File: src/rtl/row_hit_recorder.sv
module row_hit_recorder #(
  parameter int NPIX  = 42,
  parameter int GRP   = 6,
  parameter int DEPTH = 19,
  parameter int TSW   = 13,
  localparam int NGRP = NPIX / GRP,
  localparam int GW   = (NGRP > 1) ? $clog2(NGRP) : 1,
  localparam int PW   = $clog2(DEPTH + 1)
) (
  input  logic            clk,
  input  logic            rst_n,
  input  logic            strobe,
  input  logic [NPIX-1:0] hits,
  input  logic            override,
  input  logic            clear,
  input  logic            read_start,
  input  logic            read_en,
  output logic            rd_valid,
  output logic [TSW-1:0]  rd_ts,
  output logic [GW-1:0]   rd_grp,
  output logic [GRP-1:0]  rd_pat,
  output logic            rd_last,
  output logic            overflow
);

  localparam logic [PW-1:0] FULL_CNT = PW'(DEPTH);
  localparam logic [GW-1:0] LAST_GRP = GW'(NGRP - 1);

  logic [NPIX-1:0]  snap;
  logic [TSW-1:0]   snap_ts;
  logic [TSW-1:0]   ts_cnt;
  logic             scanning;
  logic [GW-1:0]    scan_idx;

  logic [PW-1:0]    wr_ptr;
  logic [DEPTH-1:0] valid;
  logic [TSW-1:0]   slot_ts  [DEPTH];
  logic [GW-1:0]    slot_grp [DEPTH];
  logic [GRP-1:0]   slot_pat [DEPTH];

  logic             reading;
  logic [PW-1:0]    rd_ptr;

  logic [GRP-1:0]   cur_pat;
  logic             need;
  logic             full;
  logic             wr_fire;

  assign cur_pat = snap[int'(scan_idx)*GRP +: GRP];
  assign need    = scanning && (|cur_pat);
  assign full    = (wr_ptr == FULL_CNT);
  assign wr_fire = need && !full && !clear;

  always_ff @(posedge clk) begin
    if (!rst_n) begin
      snap     <= '0;
      snap_ts  <= '0;
      ts_cnt   <= '0;
      scanning <= 1'b0;
      scan_idx <= '0;
    end else if (strobe) begin
      snap     <= override ? '1 : hits;
      snap_ts  <= ts_cnt;
      ts_cnt   <= ts_cnt + 1'b1;
      scanning <= 1'b1;
      scan_idx <= '0;
    end else if (scanning) begin
      if (scan_idx == LAST_GRP) scanning <= 1'b0;
      scan_idx <= scan_idx + 1'b1;
    end
  end

  always_ff @(posedge clk) begin
    if (!rst_n) begin
      wr_ptr   <= '0;
      valid    <= '0;
      overflow <= 1'b0;
    end else if (clear) begin
      wr_ptr   <= '0;
      valid    <= '0;
      overflow <= 1'b0;
    end else if (need) begin
      if (full) begin
        overflow <= 1'b1;
      end else begin
        valid[wr_ptr] <= 1'b1;
        wr_ptr        <= wr_ptr + 1'b1;
      end
    end
  end

  always_ff @(posedge clk) begin
    if (wr_fire) begin
      slot_ts[wr_ptr]  <= snap_ts;
      slot_grp[wr_ptr] <= scan_idx;
      slot_pat[wr_ptr] <= cur_pat;
    end
  end

  assign rd_valid = reading && (rd_ptr < FULL_CNT) && valid[rd_ptr];
  assign rd_last  = rd_valid && ((rd_ptr + PW'(1)) == wr_ptr);
  assign rd_ts    = rd_valid ? slot_ts[rd_ptr]  : '0;
  assign rd_grp   = rd_valid ? slot_grp[rd_ptr] : '0;
  assign rd_pat   = rd_valid ? slot_pat[rd_ptr] : '0;

  always_ff @(posedge clk) begin
    if (!rst_n || clear) begin
      reading <= 1'b0;
      rd_ptr  <= '0;
    end else if (read_start) begin
      reading <= 1'b1;
      rd_ptr  <= '0;
    end else if (rd_valid && read_en) begin
      rd_ptr <= rd_ptr + 1'b1;
      if (rd_last) reading <= 1'b0;
    end
  end

endmodule


File: config.mk
export PLATFORM = sky130hd
export DESIGN_NAME = row_hit_recorder
export DESIGN_NICKNAME = d
export VERILOG_FILES = /design/src/rtl/row_hit_recorder.sv
export SDC_FILE = /design/constraint.sdc
export NUM_CORES = 1
export LEC_CHECK = 0
export ABC_AREA = 1
export BUFFER_PORTS_ARGS = -buffer_cell sky130_fd_sc_hd__buf_4
export CELL_PAD_IN_SITES_DETAIL_PLACEMENT = 2
export CELL_PAD_IN_SITES_GLOBAL_PLACEMENT = 2
export CORE_MARGIN = 2
export CORE_UTILIZATION = 30
export CTS_BUF_LIST = sky130_fd_sc_hd__clkbuf_2 sky130_fd_sc_hd__clkbuf_4 sky130_fd_sc_hd__clkbuf_8
export DETAILED_ROUTE_END_ITERATION = 12
export PLACE_DENSITY = 0.71
export SLEW_MARGIN = 25
export SYNTH_ARGS = -nofsm -noshare
export SYNTH_HDL_FRONTEND = slang
export SYNTH_SLANG_ARGS = --single-unit
File: constraint.sdc
create_clock -name clk -period 5.5 [get_ports clk]
set_input_delay 1.1 -clock clk [delete_from_list [all_inputs] [get_ports clk]]
set_output_delay 1.1 -clock clk [all_outputs]
set_load 0.01 [all_outputs]
==> results of run 1 <==
==> metrics by stage <==
stage	util	hold slack, ps
floorplan	-	435
global placement	0.327	446
detailed placement	0.327	456
CTS	0.353	467
global route	0.353	494
finish	0.353	465
==> registers in the layout (all words and copies together) (netlist names), named ones only <==
register	count
overflow	1
rd_ptr	5
reading	1
scan_idx	3
scanning	1
slot_grp	57
slot_pat	114
slot_ts	247
snap	42
snap_ts	13
ts_cnt	13
valid	19
wr_ptr	5
==> layout by cell type (no fill, tap or decap), types with 7 or more instances in the layout <==
cell type	n
dfxtp_1	104
o21ai_1	7
clkbuf_8	102
nand2_1	497
a22oi_1	40
nand4_1	25
o21ai_0	42
a211oi_1	30
a21oi_1	170
ha_1	8
nand3_1	228
xor2_1	8
nor3_1	51
clkinv_2	7
o21bai_1	8
inv_1	76
edfxtp_1	418
buf_4	118
nor2_1	111
clkbuf_4	28
o31ai_1	23
clkinv_1	19
nor3_2	15
inv_2	12
==> cell families (layout without fill, tap and decap cells) <==
family	count (synthesis)	in the layout	share of synthesized area
AND/OR/NAND/NOR	938	938	0.185
adder cells (fa/ha/maj)	8	8	0.00462
flip-flops	526	526	0.678
other	0	1	0
XOR/XNOR	9	9	0.00363
buffers and inverters	225	373	0.0411
AO/OA/AOI/OAI	324	324	0.0868
==> per-layer routing <==
metal	global-route usage	part of all wire	routed length (um)	vias to the layer above
li1	-	-	-	7333
met4	0.0599	0.025	1800	0
met2	0.335	0.49	35500	411
met1	0.252	0.44	31900	8462
met3	0.0328	0.045	3230	133
met5	0	0	0	-
==> cell type report <==
cell class / instances / area (sq um)
Antenna cell: 1 / 2.50
Tap cell: 950 / 1190
Sequential cell: 526 / 14700
Timing Repair Buffer: 121 / 946
Fill cell: 7621 / 46300
Clock buffer: 130 / 1610
Multi-Input combinational cell: 1279 / 6180
Inverter: 94 / 359
Clock inverter: 28 / 204
==> report_power, final <==
| group | leakage, nW | switching (W) | internal (W) |
|---|---|---|---|
| combinational | 3.45 | 0.000198 | 0.0000766 |
| clock | 0.963 | 0.00167 | 0.00198 |
| sequential | 4.70 | 0.0000467 | 0.00434 |
| total | 9.11 | 0.00191 | 0.00640 |
==> final timing paths <==
kind                                                end  slack, ps  cells past startpoint
worst max-delay path                           rd_ts[1]        870                      8
worst min-delay path              overflow$_SDFFE_PP0P_        460                      2
worst max register to register  slot_ts[4][3]$_DFFE_PP_       1610                     10
worst min register to register    overflow$_SDFFE_PP0P_        460                      2
==> worst max-delay path, cell delays in order, from the launching register on <==
cell and delay, ps:
dfxtp_4 640, buf_12 590, a21oi_1 180, a22oi_1 240
nand2_1 80, nand3_1 180, nand2_1 130, a21oi_1 370
buf_4 200
==> out/results.ini, run 1 <==
[synth]
synthDistinctLibCells = 35
yosys.area.top_type_share = 0.579
synth_ff_type = edfxtp_1
synth_top_cell_by_area = edfxtp_1
synth.avg_cell_area_sq_um = 10.7
synth-edff-count = 418
netlist_top_cells_count = nand2_1, edfxtp_1, nand3_1, a21oi_1, nor2_1
synth-seq-cells = 526
seq_area_frac_synth = 0.678
yosys_warnings = 0
syn-cell-area_sq_um = 21700
async_flop_share = 0
synth_cells = 2030
synth_fp_nets = 2087
synth_area_leaders = edfxtp_1, dfxtp_1, nand2_1, nand3_1, a21oi_1
yosysMostFrequentCell = nand2_1

[place]
routabilityCongestion = 0.773
placed_area_sq_um = 23400
place_hpwl_um = 42900
dp_cells = 2970
dp_slack_ps = 1520
portBuffers = 73

[floorplanning]
row_count = 98
initial_core_util = 0.303
core_area_sq_um = 71500
die_w_um = 273
die_area_sq_um = 74500
io_pins = 74
die_h_um = 273

[sta]
layout_setup_ws_ps = 870
slew_headroom = 0.337
period_share = 0.842
fmax_ghz = 0.216
setup_viol_count_final = 0
setup_tns_ps = 0
drv_slew = 0
worstMarginPinSlew_ps = 994
min_period_ps = 4630
timing.final.hold_violations = 0
clock_skew_ps = 51.8
rsz0062_at_grt = false

[setup_path]
worstSetupEndpointType = primary output
cp.required_ps = 4400
cp.arrival_ps = 3530
start_kind = flop
path_max_fanout = 165
r2r-start = scan_idx[0]$_SDFFE_PP0P_
criticalPathCategory = reg -> out

[clock_tree]
clk_pin_slew_ps = 60
cts_made_buffers = 92
clk_latency_ps = 710
cts_tree = built
hold_buffers = 0
root_buffer = clkbuf_8
max-clock-path-buffers = 3
postCtsSetupBuffers = 0
cts_resized = 0
ctsHtreeMaxLevel = 3
cts.sinks = 526

[pwr]
p_per_area_nw_per_um2 = 330
irDropWorstVdd_uv = 152
power.leakage_nw = 9.11
power.total_w = 0.00832

[routing]
vias = 16300
wl_per_cell_um = 23.1
route.detailed.drc = 0
wl_um = 72400
drt_iter0_drc = 1125
via_per_inst = 5.22
antenna_left = 0
firstDrtPassIters = 4

[worst_hold_path]
hold_start = overflow$_SDFFE_PP0P_
hp-class = reg -> reg

[finish]
fin_nets = 2171
final_cell_area_sq_um = 25200
final_cells = 3129
drive_gt1_frac = 0.140
area_growth_pct = 16.3

[outcome]
status = complete, no violations

[global_routing]
grt_usage = 0.195
grt_max_degree = 166
grt-ovfl-total = 0
grt_pass1_wl_um = 110000
first_global_vias = 18000
antenna_found_initial = 1

[flow_run]
cap_viol_max_count = 0

Note: power is estimated with default switching activity, not from simulation.
==> run 2: changes to the inputs <==
--- a/config.mk
+++ b/config.mk
@@ -13,7 +13,7 @@
 export CORE_UTILIZATION = 30
 export CTS_BUF_LIST = sky130_fd_sc_hd__clkbuf_2 sky130_fd_sc_hd__clkbuf_4 sky130_fd_sc_hd__clkbuf_8
 export DETAILED_ROUTE_END_ITERATION = 12
-export PLACE_DENSITY = 0.71
+export PLACE_DENSITY = 0.74
 export SLEW_MARGIN = 25
 export SYNTH_ARGS = -nofsm -noshare
 export SYNTH_HDL_FRONTEND = slang
==> constraint.sdc (replaced) <==
create_clock -name clk -period 3.9 [get_ports clk]
set_input_delay 0.78 -clock clk [delete_from_list [all_inputs] [get_ports clk]]
set_output_delay 0.78 -clock clk [all_outputs]
set_load 0.01 [all_outputs]
==> run 2 against run 1 <==
Core utilization up 0.12 points. Largest power group unchanged. Wire length about the same. Die area unchanged. Critical path type unchanged.
==> out/results.ini, run 2 (same netlist as run 1, synthesis figures left out) <==
[global_routing]
grt-ovfl-total = 0  ; unchanged
grt_usage = 0.194  ; -0.00138
first_global_vias = 18100  ; +0.54%
antenna_found_initial = 1  ; unchanged
grt_max_degree = 133  ; -20%
grt_pass1_wl_um = 110000  ; -0.31%

[finish]
drive_gt1_frac = 0.142  ; +0.00171
largest_register_ffs = 247  ; unchanged
area_growth_pct = 16.6
fin_nets = 2166  ; -0.23%
top_register = slot_ts
multi_input_area_sq_um = 6180  ; +0.10%
final_cells = 3132  ; +0.096%
final_cell_area_sq_um = 25300  ; +0.33%
nFillCells = 7624  ; +0.039%
reg_top3 = slot_ts (247), slot_pat (114), slot_grp (57)
layout_commonest_cell = nand2_1
layout_common_cells = nand2_1, edfxtp_1, nand3_1
seq_area_sq_um = 14700  ; unchanged

[clock_tree]
postCtsSetupBuffers = 0  ; unchanged
clk_latency_ps = 700  ; about the same
ctsHtreeMaxLevel = 3  ; unchanged
clk_pin_slew_ps = 60  ; about the same
cts_made_buffers = 91  ; -1.1%
root_buffer = clkbuf_8
max-clock-path-buffers = 3  ; unchanged
cts.sinks = 526  ; unchanged
cts_tree = built

[setup_path]
worstSetupEndpointType = primary output
crit_top_cell = nand2_1
crit_slowest_cell = dfxtp_2
cp.required_ps = 3120  ; -1280 ps
start_kind = flop
cp.arrival_ps = 2990  ; -540 ps
crit_chain = inv_2, nand2_1, nand3_1, nand3b_1, nand2_1, nand2_1, nand2_1, nor2_2, buf_6, nand2_1, nor2_2, buf_4
path_max_fanout = 26  ; -84%
cp_top_family = simple AND/OR/NAND/NOR gates
crit_buf_inv = 3  ; +1
criticalPathCategory = reg -> out
critPathMaxStageDelay_ps = 530  ; -110 ps

[floorplanning]
die_h_um = 273  ; unchanged
die_w_um = 273  ; unchanged
io_pins = 74  ; unchanged
row_count = 98  ; unchanged
core_area_sq_um = 71500  ; unchanged
initial_core_util = 0.303  ; unchanged
die_area_sq_um = 74500  ; unchanged

[place]
portBuffers = 73  ; unchanged
routabilityCongestion = 0.783  ; +1.3%
dp_cells = 2966  ; -0.13%
place_hpwl_um = 43300  ; +0.94%
placed_area_sq_um = 23400  ; about the same

[sta]
fmax_ghz = 0.265
slew_headroom = 0.335  ; -0.00150
timing.final.hold_violations = 0  ; unchanged
period_share = 0.967
drv_slew = 0  ; unchanged
clock_skew_ps = 41.6  ; -10.2 ps
min_period_ps = 3770
setup_viol_count_final = 0  ; unchanged
worstMarginPinSlew_ps = 996  ; +2.24 ps

[worst_hold_path]
hp-class = in -> reg

[pwr]
power.total_w = 0.0118  ; +41%
p_per_area_nw_per_um2 = 465  ; +41%
power.leakage_nw = 9.14  ; +0.33%
irDropWorstVdd_uv = 255  ; +67%

[routing]
wl_um = 72400  ; about the same
vias = 16200  ; -0.97%
antenna_left = 0  ; unchanged
via_per_inst = 5.17  ; -1.1%
drt_iter0_drc = 947  ; -16%
route.detailed.drc = 0  ; unchanged
wl_per_cell_um = 23.1  ; -0.15%
firstDrtPassIters = 7  ; +3

[outcome]
status = complete, no violations

[flow_run]
cap_viol_max_count = 0  ; unchanged

-- run 2: layout make-up --
type                            instances  area share
Clock buffer                          134      0.0667
Tap cell                              950      0.0470
Multi-Input combinational cell       1279       0.244
Inverter                               94      0.0143
Antenna cell                            2    0.000198
Sequential cell                       526       0.582
Clock inverter                         30     0.00658
Timing Repair Buffer                  117      0.0388
-- run 2: tightest hold or removal path, delay by kind of cell --
family | cells | cell delay, ps
buffers and inverters | 1 | 80
AND/OR/NAND/NOR | 2 | 110
-- run 2: power by group --
| part | internal (W) | leakage (nW) | switching (W) |
|---|---|---|---|
| clock network | 0.00278 | 0.987 | 0.00236 |
| logic | 0.000113 | 3.46 | 0.000299 |
| registers | 0.00613 | 4.70 | 0.0000673 |
-- run 2: metrics by stage --
step	hold slack [ps]	util	TNS, ps	worst slack (ps)
2_1_floorplan	435	-	-17040	-129
3_3_place_gp	443	0.328	0	623
3_5_place_dp	453	0.328	0	504
4_1_cts	286	0.354	0	38.3
5_1_grt	313	0.354	-57.4	-34.1
6_report	342	0.354	0	129
-- run 2: worst paths after layout --
kind	startpoint	to	slack, ps	depth (start not counted)
max	rd_ptr[0]$_SDFFE_PP0P_	rd_grp[0]	130	12
min	hits[15]	snap[15]$_SDFFE_PN0P_	340	3
max reg2reg	scan_idx[1]$_SDFFE_PP0P_	slot_ts[16][2]$_DFFE_PP_	920	13
min reg2reg	snap[22]$_SDFFE_PN0P_	snap[22]$_SDFFE_PN0P_	450	2
-- run 2: layer usage --
metal | vias to the layer above | global-route usage | share of wire
met3 | 136 | 0.0331 | 0.043
met2 | 394 | 0.340 | 0.50
met4 | 0 | 0.0658 | 0.029
met5 | - | 0 | 0
li1 | 7346 | - | -
met1 | 8304 | 0.241 | 0.43
-- run 2: repair_timing --
action | 4_1_cts | 5_1_grt
pin swaps | 0 | 0
resized for setup | 3 | 4
endpoints found under the setup margin | 12 | 6
hold endpoints to repair | 0 | 0
hold buffers | 0 | 0
